$ cat config.mk
export PLATFORM = sky130hd
export DESIGN_NAME = i2c_stat_mon
export DESIGN_NICKNAME = d
export VERILOG_FILES = /design/src/rtl/i2c_stat_pkg.sv /design/src/rtl/i2c_line_sync.sv /design/src/rtl/i2c_bus_cond.sv /design/src/rtl/i2c_bit_track.sv /design/src/rtl/i2c_arb_detect.sv /design/src/rtl/i2c_stat_mon.sv
export SDC_FILE = /design/constraint.sdc
export NUM_CORES = 1
export LEC_CHECK = 0
export ABC_AREA = 1
export BUFFER_PORTS_ARGS = -buffer_cell sky130_fd_sc_hd__buf_2
export CAP_MARGIN = 20
export CORE_UTILIZATION = 50
export DETAILED_ROUTE_END_ITERATION = 8
export PLACE_DENSITY = 0.73
export SYNTH_ARGS = -nofsm -noshare
export SYNTH_HDL_FRONTEND = slang
export SYNTH_SLANG_ARGS = --single-unit
$ cat constraint.sdc
create_clock -name clk -period 1.95 [get_ports clk]
set_clock_uncertainty 0.05 [all_clocks]
set_input_delay 0.195 -clock clk [delete_from_list [all_inputs] [get_ports clk]]
set_output_delay 0.195 -clock clk [all_outputs]
set_load 0.01 [all_outputs]
$ cat src/rtl/i2c_stat_pkg.sv
package i2c_stat_pkg;
   localparam int STAT_W    = 8;
   localparam int BYTE_BITS = 8;
   localparam int ACK_SLOT  = BYTE_BITS;        // index of the 9th clock
   localparam int CNT_W     = $clog2(BYTE_BITS + 2);

   // status word bit positions
   localparam int B_XFER_DONE = 7;
   localparam int B_ADDR_HIT  = 6;
   localparam int B_BUSY      = 5;
   localparam int B_ARB_LOST  = 4;
   localparam int B_RSVD      = 3;
   localparam int B_SLV_RW    = 2;
   localparam int B_IRQ_FLAG  = 1;
   localparam int B_ACK_IN    = 0;

   typedef struct packed {
      logic level;
      logic rise;
      logic fall;
   } line_ev_t;
endpackage

$ cat src/rtl/i2c_line_sync.sv
module i2c_line_sync
   import i2c_stat_pkg::*;
#(
   parameter int STAGES = 2
) (
   input  logic     clk,
   input  logic     rst_n,
   input  logic     line_in,
   output line_ev_t ev
);
   generate
      if (STAGES < 2) begin : g_bad_stages
         $error("i2c_line_sync: STAGES must be at least 2");
      end
   endgenerate

   logic [STAGES-1:0] chain;
   logic              prev;

   generate
      for (genvar i = 0; i < STAGES; i++) begin : g_stage
         if (i == 0) begin : g_first
            always_ff @(posedge clk or negedge rst_n) begin
               if (!rst_n) chain[0] <= 1'b1;
               else        chain[0] <= line_in;
            end
         end else begin : g_next
            always_ff @(posedge clk or negedge rst_n) begin
               if (!rst_n) chain[i] <= 1'b1;
               else        chain[i] <= chain[i-1];
            end
         end
      end
   endgenerate

   always_ff @(posedge clk or negedge rst_n) begin
      if (!rst_n) prev <= 1'b1;
      else        prev <= chain[STAGES-1];
   end

   always_comb begin
      ev.level = chain[STAGES-1];
      ev.rise  = chain[STAGES-1] & ~prev;
      ev.fall  = ~chain[STAGES-1] & prev;
   end
endmodule

$ cat src/rtl/i2c_bus_cond.sv
module i2c_bus_cond
   import i2c_stat_pkg::*;
(
   input  logic     clk,
   input  logic     rst_n,
   input  line_ev_t scl,
   input  line_ev_t sda,
   output logic     start_det,
   output logic     stop_det,
   output logic     busy
);
   assign start_det = sda.fall & scl.level & ~scl.rise;
   assign stop_det  = sda.rise & scl.level & ~scl.rise;

   always_ff @(posedge clk or negedge rst_n) begin
      if (!rst_n)         busy <= 1'b0;
      else if (start_det) busy <= 1'b1;
      else if (stop_det)  busy <= 1'b0;
   end
endmodule

$ cat src/rtl/i2c_bit_track.sv
module i2c_bit_track
   import i2c_stat_pkg::*;
#(
   parameter int ADDR_W = 7
) (
   input  logic              clk,
   input  logic              rst_n,
   input  line_ev_t          scl,
   input  line_ev_t          sda,
   input  logic              start_det,
   input  logic              stop_det,
   input  logic              busy,
   input  logic              master_mode,
   input  logic [ADDR_W-1:0] own_addr,
   output logic [CNT_W-1:0]  bit_idx,
   output logic              addr_phase,
   output logic              byte_begin,
   output logic              byte_done,
   output logic              addr_hit,
   output logic              slv_rw,
   output logic              ack_in
);
   generate
      if (ADDR_W < 1 || ADDR_W > BYTE_BITS - 1) begin : g_bad_addr
         $error("i2c_bit_track: ADDR_W must be 1..7");
      end
   endgenerate

   logic [BYTE_BITS-1:0] shreg;
   logic                 last_fall;

   assign byte_begin = busy & scl.rise & (bit_idx == '0);
   assign last_fall  = busy & scl.fall & (bit_idx == CNT_W'(ACK_SLOT + 1));
   assign byte_done  = last_fall & ~start_det & ~stop_det;
   assign addr_hit   = byte_done & addr_phase & ~master_mode &
                       (shreg[BYTE_BITS-1 -: ADDR_W] == own_addr);

   always_ff @(posedge clk or negedge rst_n) begin
      if (!rst_n) begin
         bit_idx    <= '0;
         addr_phase <= 1'b0;
         shreg      <= '0;
      end else if (start_det) begin
         bit_idx    <= '0;
         addr_phase <= 1'b1;
      end else if (stop_det) begin
         bit_idx    <= '0;
         addr_phase <= 1'b0;
      end else if (busy) begin
         if (scl.rise && bit_idx <= CNT_W'(ACK_SLOT)) begin
            bit_idx <= bit_idx + 1'b1;
            if (bit_idx < CNT_W'(BYTE_BITS))
               shreg <= {shreg[BYTE_BITS-2:0], sda.level};
         end else if (last_fall) begin
            bit_idx    <= '0;
            addr_phase <= 1'b0;
         end
      end
   end

   always_ff @(posedge clk or negedge rst_n) begin
      if (!rst_n) begin
         slv_rw <= 1'b0;
         ack_in <= 1'b0;
      end else begin
         if (busy && scl.rise && bit_idx == CNT_W'(ACK_SLOT))
            ack_in <= sda.level;
         if (addr_hit)
            slv_rw <= shreg[0];
      end
   end
endmodule

$ cat src/rtl/i2c_arb_detect.sv
module i2c_arb_detect
   import i2c_stat_pkg::*;
(
   input  line_ev_t         scl,
   input  line_ev_t         sda,
   input  logic             busy,
   input  logic             stop_det,
   input  logic [CNT_W-1:0] bit_idx,
   input  logic             addr_phase,
   input  logic             master_mode,
   input  logic             tx_mode,
   input  logic             sda_drive_hi,
   input  logic             start_req,
   input  logic             rstart_req,
   input  logic             stop_req,
   output logic             arb_hit
);
   logic mismatch, tx_bit, rx_ack, busy_start, slave_rstart, stray_stop;

   assign mismatch     = busy & scl.rise & master_mode & sda_drive_hi & ~sda.level;
   assign tx_bit       = mismatch & (addr_phase | tx_mode) & (bit_idx < CNT_W'(BYTE_BITS));
   assign rx_ack       = mismatch & ~addr_phase & ~tx_mode & (bit_idx == CNT_W'(ACK_SLOT));
   assign busy_start   = start_req & busy;
   assign slave_rstart = rstart_req & ~master_mode;
   assign stray_stop   = stop_det & master_mode & ~stop_req;

   assign arb_hit = tx_bit | rx_ack | busy_start | slave_rstart | stray_stop;
endmodule

$ cat src/rtl/i2c_stat_mon.sv
module i2c_stat_mon
   import i2c_stat_pkg::*;
#(
   parameter int SYNC_STAGES = 2,
   parameter int ADDR_W      = 7,
   parameter bit IRQ_REG     = 1'b0
) (
   input  logic              clk,
   input  logic              rst_n,
   input  logic              scl_in,
   input  logic              sda_in,
   input  logic [ADDR_W-1:0] own_addr,
   input  logic              master_mode,
   input  logic              tx_mode,
   input  logic              sda_drive_hi,
   input  logic              start_req,
   input  logic              rstart_req,
   input  logic              stop_req,
   input  logic              ctrl_wr,
   input  logic              stat_wr,
   input  logic [STAT_W-1:0] stat_wdata,
   input  logic              irq_en,
   output logic [STAT_W-1:0] stat_rdata,
   output logic              irq
);
   line_ev_t         scl_ev, sda_ev;
   logic             start_det, stop_det, busy;
   logic [CNT_W-1:0] bit_idx;
   logic             addr_phase, byte_begin, byte_done, addr_hit;
   logic             slv_rw, ack_in, arb_set;
   logic             xfer_done_q, addr_hit_q, arb_lost_q, irq_flag_q;

   i2c_line_sync #(.STAGES(SYNC_STAGES)) u_scl_sync (
      .clk(clk), .rst_n(rst_n), .line_in(scl_in), .ev(scl_ev));
   i2c_line_sync #(.STAGES(SYNC_STAGES)) u_sda_sync (
      .clk(clk), .rst_n(rst_n), .line_in(sda_in), .ev(sda_ev));

   i2c_bus_cond u_cond (
      .clk(clk), .rst_n(rst_n), .scl(scl_ev), .sda(sda_ev),
      .start_det(start_det), .stop_det(stop_det), .busy(busy));

   i2c_bit_track #(.ADDR_W(ADDR_W)) u_track (
      .clk(clk), .rst_n(rst_n), .scl(scl_ev), .sda(sda_ev),
      .start_det(start_det), .stop_det(stop_det), .busy(busy),
      .master_mode(master_mode), .own_addr(own_addr),
      .bit_idx(bit_idx), .addr_phase(addr_phase), .byte_begin(byte_begin),
      .byte_done(byte_done), .addr_hit(addr_hit),
      .slv_rw(slv_rw), .ack_in(ack_in));

   i2c_arb_detect u_arb (
      .scl(scl_ev), .sda(sda_ev), .busy(busy), .stop_det(stop_det),
      .bit_idx(bit_idx), .addr_phase(addr_phase),
      .master_mode(master_mode), .tx_mode(tx_mode), .sda_drive_hi(sda_drive_hi),
      .start_req(start_req), .rstart_req(rstart_req), .stop_req(stop_req),
      .arb_hit(arb_set));

   // event flags: a new event wins over a clear in the same cycle
   always_ff @(posedge clk or negedge rst_n) begin
      if (!rst_n) begin
         xfer_done_q <= 1'b0;
         addr_hit_q  <= 1'b0;
         arb_lost_q  <= 1'b0;
         irq_flag_q  <= 1'b0;
      end else begin
         if (byte_done)       xfer_done_q <= 1'b1;
         else if (byte_begin) xfer_done_q <= 1'b0;

         if (addr_hit)     addr_hit_q <= 1'b1;
         else if (ctrl_wr) addr_hit_q <= 1'b0;

         if (arb_set)                             arb_lost_q <= 1'b1;
         else if (stat_wr && stat_wdata[B_ARB_LOST]) arb_lost_q <= 1'b0;

         if (byte_done || addr_hit || arb_set)    irq_flag_q <= 1'b1;
         else if (stat_wr && stat_wdata[B_IRQ_FLAG]) irq_flag_q <= 1'b0;
      end
   end

   always_comb begin
      stat_rdata              = '0;
      stat_rdata[B_XFER_DONE] = xfer_done_q;
      stat_rdata[B_ADDR_HIT]  = addr_hit_q;
      stat_rdata[B_BUSY]      = busy;
      stat_rdata[B_ARB_LOST]  = arb_lost_q;
      stat_rdata[B_SLV_RW]    = slv_rw;
      stat_rdata[B_IRQ_FLAG]  = irq_flag_q;
      stat_rdata[B_ACK_IN]    = ack_in;
   end

   generate
      if (IRQ_REG) begin : g_irq_flop
         always_ff @(posedge clk or negedge rst_n) begin
            if (!rst_n) irq <= 1'b0;
            else        irq <= irq_flag_q & irq_en;
         end
      end else begin : g_irq_comb
         assign irq = irq_flag_q & irq_en;
      end
   endgenerate
endmodule

After elaboration in Yosys (flattened, before gate mapping) --
Index checks and enable logic that the tools add are counted. W data, S select, Z words.
Operators by class: mux-type cells 20, $add $sub $neg 1, $lt $le $gt $ge 2, reductions and logical operators 19, bitwise logic cells 46, eq/ne operators 4
Operators with widths (number):
- $and A1 B1 Y1 | 30
- $mux W4 | 5
- $mux W1 | 15
- $not A1 Y1 | 11
- $reduce_bool A2 Y1 | 5
- $eq A4 B4 Y1 const B | 2
- $eq A7 B7 Y1 | 1
- $reduce_bool A3 Y1 | 2
- $logic_and A1 B1 Y1 | 5
- $or A1 B1 Y1 | 5
- $reduce_and A5 Y1 | 1
- $add A4 B1 Y4 const B | 1
- $le A4 B4 Y1 const B | 1
- $logic_not A4 Y1 | 1
- $lt A4 B4 Y1 const B | 1
- $reduce_bool A4 Y1 | 1
- $ne A3 B1 Y1 const B | 1
- $reduce_and A3 Y1 | 1
- $logic_or A1 B1 Y1 | 2
- $reduce_and A2 Y1 | 1
Storage, ports and cells: logic and storage cells 108, output and inout port bits 9, bits of input ports 28, register bits after elaboration 26

Logic depth before layout (Yosys ltp) --
Gate-level depths: netlist of the first run.
depth in word-level cells 15, depth in mapped cells 10

Cells and area by module --
Synthesis of the first run repeated with hierarchy kept, for this count alone.
Second synthesis, totals: cells, all modules 198, area, all modules 1488.9 um2
By module, submodules not included:
- i2c_bit_track | cells each 128, area an instance 925.9 um2, times used 1
- i2c_stat_mon | cells each 27, area an instance 225.2 um2, times used 1
- i2c_line_sync | cells each 8, area an instance 101.3 um2, times used 2
- i2c_arb_detect | cells each 19, area an instance 76.3 um2, times used 1
- i2c_bus_cond | cells each 8, area an instance 58.8 um2, times used 1

Worst setup path before layout of the first run --
No wires, ideal clock.
kind register to register, from register u_scl_sync.chain[1] (netlist: u_scl_sync.ev[2]), to register u_track.shreg[5], path buffers 1, stages on the path, launching flop included 9, path slack 0.598 ns, data required time 1.783 ns, data arrival time 1.185 ns, library setup time 0.117 ns, path through dfstp_2 > inv_2 > nor2_2 > inv_2 > nor2_4 > nand2_4 > buf_6 > nand2_1 > o21ai_2
On the way: word-level cells in the longest chain between the ends 5, elaborated cells on any way between the ends 10, those cells by class bitwise: 8; reduce/logical: 2
RTL lines:
- start, declared | RTL line i2c_line_sync.sv:17 | logic [STAGES-1:0] chain;
- start signal, assigned by index | RTL line i2c_line_sync.sv:30 | else chain[i] <= chain[i-1];
- $and A1 B1 Y1 | RTL line i2c_line_sync.sv:43 | ev.rise = chain[STAGES-1] & ~prev;
- $not A1 Y1 | RTL line i2c_bus_cond.sv:12, i2c_bus_cond.sv:13
- $and A1 B1 Y1, on equally long branches | RTL line i2c_bus_cond.sv:13, i2c_bus_cond.sv:12
- $not A1 Y1 (no line)
- $reduce_and A5 Y1 (no line) *
- end signal, assigned | RTL line i2c_bit_track.sv:53 | shreg <= {shreg[BYTE_BITS-2:0], sda.level};
- end, declared | RTL line i2c_bit_track.sv:29 | logic [BYTE_BITS-1:0] shreg;
Every way passes the cells marked *; elsewhere a longest branch is shown, timed or not. A chain may end at the register's enable or synchronous reset.

Worst setup path after layout of the first run --
from register u_scl_sync.chain[1] (netlist: u_scl_sync.ev[2]), to register xfer_done_q
On the way: word-level cells in the longest chain between the ends 7, elaborated cells on any way between the ends 18, those cells by class mux: 1; bitwise: 16; reduce/logical: 1
RTL lines:
- $not A1 Y1 or $and A1 B1 Y1 (tied branches) | RTL line i2c_line_sync.sv:44, i2c_line_sync.sv:43
- $and A1 B1 Y1 or $not A1 Y1 (tied branches) | RTL line i2c_line_sync.sv:44, i2c_bus_cond.sv:12, i2c_bus_cond.sv:13
- $and A1 B1 Y1, on equally long branches | RTL line i2c_bit_track.sv:33, i2c_bus_cond.sv:12
- $and A1 B1 Y1 or $not A1 Y1 (tied branches)
- $and A1 B1 Y1 (2 in a row) | RTL line i2c_bit_track.sv:34 | assign byte_done = last_fall & ~start_det & ~stop_det;
- $mux W1 or $reduce_bool A2 Y1 (tied branches)
- end signal, assigned | RTL line i2c_stat_mon.sv:60 | xfer_done_q <= 1'b0;
- end signal, assigned | RTL line i2c_stat_mon.sv:65 | if (byte_done) xfer_done_q <= 1'b1;
- end signal, assigned | RTL line i2c_stat_mon.sv:66 | else if (byte_begin) xfer_done_q <= 1'b0;
- end, declared | RTL line i2c_stat_mon.sv:31 | logic xfer_done_q, addr_hit_q, arb_lost_q, irq_flag_q;
Several ways; a longest one is shown, not always the timed one.

==> impl_metrics.env, run 1 <==
export IMPL_syn_inst=176
export IMPL_finalHoldViolCount=0
export IMPL_p_per_area_nw_per_um2=902
export IMPL_drc=0
export IMPL_final_cell_mix="nand2_1 (45), buf_2 (29), inv_1 (28)"
export IMPL_drive_gt1_share_pct=32.4
export IMPL_dp_hpwl_um=1930
export IMPL_cts_made_buffers=3
export IMPL_r2r_start="u_scl_sync.ev[2]"
export IMPL_die_w_um=55.7
export IMPL_cts_resized=0
export IMPL_grt_max_degree=27
export IMPL_min_period_ns=1.51
export IMPL_rsz0062_at_grt="no"
export IMPL_drt_initial_drc_count=38
export IMPL_final_setup_viol_count=0
export IMPL_core_area_um2=2730
export IMPL_grt_usage_pct=17.5
export IMPL_root_buffer="clkbuf_4"
export IMPL_area_growth_pct=13.1
export IMPL_synth_top_family_by_area="simple AND/OR/NAND/NOR gates"
export IMPL_synth_area_per_cell_um2=8.20
export IMPL_overflow=0
export IMPL_ys_warn_count=0
export IMPL_cp_end_kind="flop"
export IMPL_worstHoldStart="stat_wdata[4]"
export IMPL_critPathLaunch="u_scl_sync.ev[2]"
export IMPL_synth_flop_cell="dfrtp_1"
export IMPL_die_h_um=55.7
export IMPL_clock_sinks=26
export IMPL_start_util_pct=52.8
export IMPL_instances_no_fill=235
export IMPL_antenna_found_initial=0
export IMPL_viasPerCell=4.82
export IMPL_wl_per_cell_um=10.6
export IMPL_worstPathMaxFanout=17
export IMPL_placed_cells=227
export IMPL_hold_slack_ns=0.0906
export IMPL_ys_seq_area_share_pct=45.6
export IMPL_slew_violations=0
export IMPL_cts_max_level=1
export IMPL_yosysUniqueCellTypes=25
export IMPL_worstSetupStartpointType="flop"
export IMPL_min_path_type="input port to flop"
export IMPL_synthArstFlopShare_pct=100
export IMPL_final_nets=236
export IMPL_status="finished clean"
export IMPL_dr_pass1_iters=4
export IMPL_synth_mux_area_share_pct=0
export IMPL_worst_pin_slew_ns=0.563
export IMPL_antenna_cells=0
export IMPL_cap_violations=0
export IMPL_period_share_pct=77.7
export IMPL_grt_pass1_vias=1031
export IMPL_finalSetupTns_ns=0
export IMPL_synthAdderAreaFrac_pct=2.60
export IMPL_mostFrequentLayoutCell="nand2_1"
export IMPL_synth_simple_gate_area_share_pct=25.9
export IMPL_fp_row_count=19
export IMPL_synth_edf_count=0
export IMPL_synth_compound_area_share_pct=10.9
export IMPL_cts_buffer_depth=2
export IMPL_synth_xor_area_share_pct=1.21
export IMPL_io_pins=37
export IMPL_clock_latency_ns=0.32
export IMPL_synth_fp_nets=207
export IMPL_wl_um=2490
export IMPL_clk_pin_slew_ns=0.14
export IMPL_io_buffers=29
export IMPL_power_leakage_nw=0.879
export IMPL_grt_pass1_wl_um=4350
export IMPL_synth_seq_cells=26
export IMPL_cts_tree="done"
export IMPL_dieArea_um2=3110
export IMPL_vdd_ir_drop_max_mv=0.643
export IMPL_vias=1132
export IMPL_place_gp_congestion=0.838
export IMPL_critPathKind="flop to flop"
export IMPL_required_ns=2.12
export IMPL_ant_nets=0
export IMPL_fmax_mhz=660
export IMPL_r2r_slack_ns=0.44
export IMPL_netlist_area_um2=1440
export IMPL_relSlewSlack_pct=62.5
export IMPL_worstPathArrival_ns=1.68
## logic make-up (layout without fill, tap and decap cells)
logic type / Yosys count / in the layout
XOR/XNOR: 2 / 2
AND/OR/NAND/NOR: 81 / 81
AO/OA/AOI/OAI: 21 / 21
other: 1 / 1
flip-flops: 26 / 26
adder cells (fa/ha/maj): 3 / 3
buffers and inverters: 42 / 70
## worst paths after layout
kind | endpoint | cells past startpoint
setup / recovery | xfer_done_q | 7
hold / removal | arb_lost_q | 4
setup reg to reg | xfer_done_q | 7
hold reg to reg | u_scl_sync.ev[2] | 0
max in group asynchronous | u_track.shreg[5] | 2
min in group asynchronous | u_track.bit_idx[2] | 2
## cell type report
type / count / area [um2]
Tap cell: 31 / 38.8
Fill cell: 253 / 1100
Multi-Input combinational cell: 108 / 591
Timing Repair Buffer: 33 / 185
Inverter: 33 / 124
Sequential cell: 26 / 658
Clock buffer: 4 / 36.3
## power by group
group          total, mW  internal, mW  switching (mW)
Sequential         0.740         0.654          0.0860
Combinational      0.464         0.185           0.280
Clock              0.269         0.114           0.155
Total               1.47         0.953           0.520
## what timing repair did
item	CTS	global route
hold endpoints to repair	23	0
hold buffers	4	0
setup buffers	0	0
setup endpoints to repair	0	0
## registers in the layout (all words and copies together) (netlist names)
register	count
u_scl_sync.chain	1
u_track.bit_idx	4
u_track.addr_phase	1
u_sda_sync.ev	1
u_track.shreg	8
u_sda_sync.chain	1
u_scl_sync.ev	1
u_cond.busy	1
addr_hit_q	1
xfer_done_q	1
arb_lost_q	1
u_track.slv_rw	1
irq_flag_q	1
u_track.ack_in	1
u_sda_sync.prev	1
u_scl_sync.prev	1
## per-stage QoR
stage          power (mW)  area (um2)  util (%)  setup WS, ns
2_1_floorplan        1.11        1440         -         0.598
3_3_place_gp         1.19        1560      56.9         0.472
3_5_place_dp         1.21        1560      56.9         0.454
4_1_cts              1.49        1630      59.7         0.439
5_1_grt              1.60        1630      59.7         0.284
6_report             1.47        1630      59.7         0.435
## layer usage
metal | wire length (um) | share of wire, % | vias up | track usage, %
met2 | 1200 | 48 | 23 | 29.8
met5 | 0 | 0 | - | 0
met1 | 1180 | 48 | 524 | 23.3
li1 | - | - | 585 | -
met4 | 0 | 0 | 0 | 4.29
met3 | 102 | 4.1 | 0 | 3.26
## synthesized netlist by cell type (2+ instances only)
cell     instances  area (um2)
buf_4            8        60.1
dfrtp_1         20         500
dfstp_2          6         158
ha_1             3        37.5
inv_1           28         105
inv_2            5        18.8
nand2_1         45         169
nand2_2          3        18.8
nand2_4          2        22.5
nand3_1         11        55.1
nand4_1          2        12.5
nor2_1          12        45.0
nor2_2           2        12.5
nor2_4           3        33.8
o21ai_0          6        30.0
o21ai_2         11        96.3
## critical path: stages (launching register included)
cell	delay (ns)
dfstp_2	0.58
inv_2	0.05
nor2_2	0.12
inv_2	0.06
nor2_4	0.12
nand2_4	0.16
o21ai_0	0.17
o21ai_0	0.09
Power figures use the tool's default switching activity.
==> run 2, diff against run 1 <==
--- a/config.mk
+++ b/config.mk
@@ -5,12 +5,12 @@
 export SDC_FILE = /design/constraint.sdc
 export NUM_CORES = 1
 export LEC_CHECK = 0
-export ABC_AREA = 1
+export ABC_AREA = 0
 export BUFFER_PORTS_ARGS = -buffer_cell sky130_fd_sc_hd__buf_2
 export CAP_MARGIN = 20
 export CORE_UTILIZATION = 50
 export DETAILED_ROUTE_END_ITERATION = 8
-export PLACE_DENSITY = 0.73
+export PLACE_DENSITY = 0.74
 export SYNTH_ARGS = -nofsm -noshare
 export SYNTH_HDL_FRONTEND = slang
 export SYNTH_SLANG_ARGS = --single-unit
==> constraint.sdc (replaced) <==
create_clock -name clk -period 1.5 [get_ports clk]
set_clock_uncertainty 0.05 [all_clocks]
set_input_delay 0.15 -clock clk [delete_from_list [all_inputs] [get_ports clk]]
set_output_delay 0.15 -clock clk [all_outputs]
set_load 0.01 [all_outputs]
==> impl_metrics.env, run 2 <==
export IMPL_synth_edf_count=0
export IMPL_grt_usage_pct=24.3
export IMPL_worstPathMaxFanout=2
export IMPL_dr_pass1_iters=4
export IMPL_fp_row_count=17
export IMPL_cts_buffer_depth=2
export IMPL_dp_hpwl_um=1880
export IMPL_wl_um=2900
export IMPL_synth_area_per_cell_um2=11.2
export IMPL_cap_violations=0
export IMPL_critPathMaxStageDelay_ns=0.43
export IMPL_min_period_ns=1.77
export IMPL_fin_ws_ns=-0.275
export IMPL_synth_seq_cells=26
export IMPL_dieArea_um2=2750
export IMPL_largest_register_ffs=8
export IMPL_die_h_um=52.5
export IMPL_worst_pin_slew_ns=0.554
export IMPL_drt_initial_drc_count=18
export IMPL_slew_violations=0
export IMPL_yosysMostFrequentCell="dfrtp_1"
export IMPL_p_per_area_nw_per_um2=1310
export IMPL_mostFrequentLayoutCell="buf_2"
export IMPL_clock_sinks=26
export IMPL_drive_gt1_share_pct=53.0
export IMPL_ant_nets=0
export IMPL_cts_made_buffers=3
export IMPL_synth_fp_nets=145
export IMPL_ys_warn_count=0
export IMPL_regArea_um2=658
export IMPL_period_share_pct=118
export IMPL_drc=0
export IMPL_relSlewSlack_pct=63.1
export IMPL_clock_latency_ns=0.34
export IMPL_vias=1019
export IMPL_grt_pass1_wl_um=4740
export IMPL_place_gp_congestion=0.835
export IMPL_path_cells="inv_2 > ha_4 > and4bb_1 > nand3_2 > or4_4 > mux2_4"
export IMPL_required_ns=1.69
export IMPL_clk_pin_slew_ns=0.15
export IMPL_multiInputGateArea_um2=637
export IMPL_synth_flop_cell="dfrtp_1"
export IMPL_io_buffers=29
export IMPL_area_growth_pct=42.6
export IMPL_violations="setup timing"
export IMPL_worstPathArrival_ns=1.96
export IMPL_overflow=0
export IMPL_synth_common_cells="dfrtp_1 (20), nand2_1 (10), buf_4 (9), mux2_2 (9), xnor2_1 (8)"
export IMPL_path_buf_inv=1
export IMPL_worstSetupStartpointType="flop"
export IMPL_final_cell_mix="buf_2 (29), dfrtp_1 (20), buf_4 (20)"
export IMPL_min_path_type="input port to flop"
export IMPL_vdd_ir_drop_max_mv=1.24
export IMPL_biggestRegsByFlops="u_track.shreg: 8 flops, u_track.bit_idx: 4 flops"
export IMPL_grt_pass1_vias=1068
export IMPL_final_setup_viol_count=18
export IMPL_synthArstFlopShare_pct=100
export IMPL_cts_max_level=1
export IMPL_synth_area_leader_cell="dfrtp_1"
export IMPL_status="finished, violations left"
export IMPL_netlist_area_um2=1270
export IMPL_antenna_cells=0
export IMPL_finalHoldViolCount=0
export IMPL_fillers=141
export IMPL_rsz0062_at_grt="yes"
export IMPL_slowest_stage="or4_4"
export IMPL_path_depth=6
export IMPL_cp_end_kind="flop"
export IMPL_wl_per_cell_um=14.8
export IMPL_io_pins=37
export IMPL_final_nets=200
export IMPL_grt_max_degree=27
export IMPL_cts_tree="done"
export IMPL_viasPerCell=5.20
export IMPL_yosys_top_cells_area="dfrtp_1 (39%), dfstp_2 (12%), mux2_2 (8.0%)"
export IMPL_core_area_um2=2300
export IMPL_die_w_um=52.5
export IMPL_power_leakage_nw=0.866
export IMPL_r2r_cells=6
export IMPL_syn_inst=114
export IMPL_root_buffer="clkbuf_4"
export IMPL_pre_cts_slack_ns=-0.263
export IMPL_placed_area_um2=1570
export IMPL_ys_seq_area_share_pct=51.7
export IMPL_hold_path_depth=3
export IMPL_final_area_um2=1820
export IMPL_fmax_mhz=564
export IMPL_critPathKind="flop to flop"
export IMPL_start_util_pct=55.4
export IMPL_critPathTopFamily="simple AND/OR/NAND/NOR gates"
export IMPL_antenna_found_initial=0
export IMPL_yosysUniqueCellTypes=31
export IMPL_largest_register="u_track.shreg"
export IMPL_synth_top_area_share_pct=39.3
==> run 2: path summary, 6_finish.rpt <==
check,start,to,slack (ns)
worst max-delay path,u_track.bit_idx[1],u_track.slv_rw,-0.27
worst min-delay path,stat_wdata[4],arb_lost_q,0.03
worst max register to register,u_track.bit_idx[1],u_track.slv_rw,-0.27
worst min register to register,u_sda_sync.chain[0],u_sda_sync.ev[2],0.32
max in group asynchronous,rst_n,u_sda_sync.prev,0.77
min in group asynchronous,rst_n,u_cond.busy,0.26
==> run 2: power breakdown <==
part | switching (mW) | internal (mW)
combinational | 0.346 | 0.557
sequential | 0.128 | 0.854
clock | 0.225 | 0.271
==> run 2: layer usage <==
layer	part of all wire (%)	wire length (um)	up-vias	track usage (%)
met4	2.7	78	0	10.5
met3	3.8	110	9	4.06
li1	-	-	488	-
met2	50	1450	31	42.2
met5	0	0	-	0
met1	44	1270	491	29.3
==> run 2: logic make-up after synthesis <==
kind of cell | count (synthesis) | share of synthesized area, %
DFF | 26 | 51.7
adders and majority gates | 3 | 2.95
muxes | 11 | 9.92
other | 1 | 0.294
buffers and inverters | 15 | 7.07
and+or+nand+nor | 36 | 15.6
AOI/OAI and AO/OA | 13 | 6.29
xor gates and xnor gates | 9 | 6.19
==> run 2: what timing repair did <==
item	4_1_cts	5_1_grt
hold endpoints to repair	23	0
setup endpoints to repair	17	19
setup buffers	6	2
resized for setup	18	6
hold buffers	4	0
pin swaps	8	7
gates cloned	0	0
==> run 2: cell type report <==
type | instances | share of cell area [%]
sequential | 26 | 36.2
multi-input combinational | 73 | 35.1
timing repair buffer | 59 | 22.7
tap | 28 | 1.93
clock inverter | 1 | 1.65
clock buffer | 3 | 1.24
inverter | 6 | 1.24
==> run 2: through the flow <==
step | total power [mW] | cells | utilization [%] | hold slack, ns | TNS [ns]
2_1_floorplan | 1.39 | 114 | - | -0.196 | -0.919
3_3_place_gp | 1.67 | 180 | 68.4 | 0.115 | -0.296
3_5_place_dp | 1.71 | 180 | 68.4 | 0.118 | -0.669
4_1_cts | 2.35 | 194 | 77.4 | 0.0374 | -0.983
5_1_grt | 2.52 | 196 | 79.1 | 0.0376 | -2.43
6_report | 2.38 | 196 | 79.1 | 0.0279 | -1.38
==> run 2: tightest hold or removal path: cells and delay by family <==
family	cells	cell delay (ns)
buf+inv	1	0.10
compound gates	1	0.10
simple gates	1	0.04
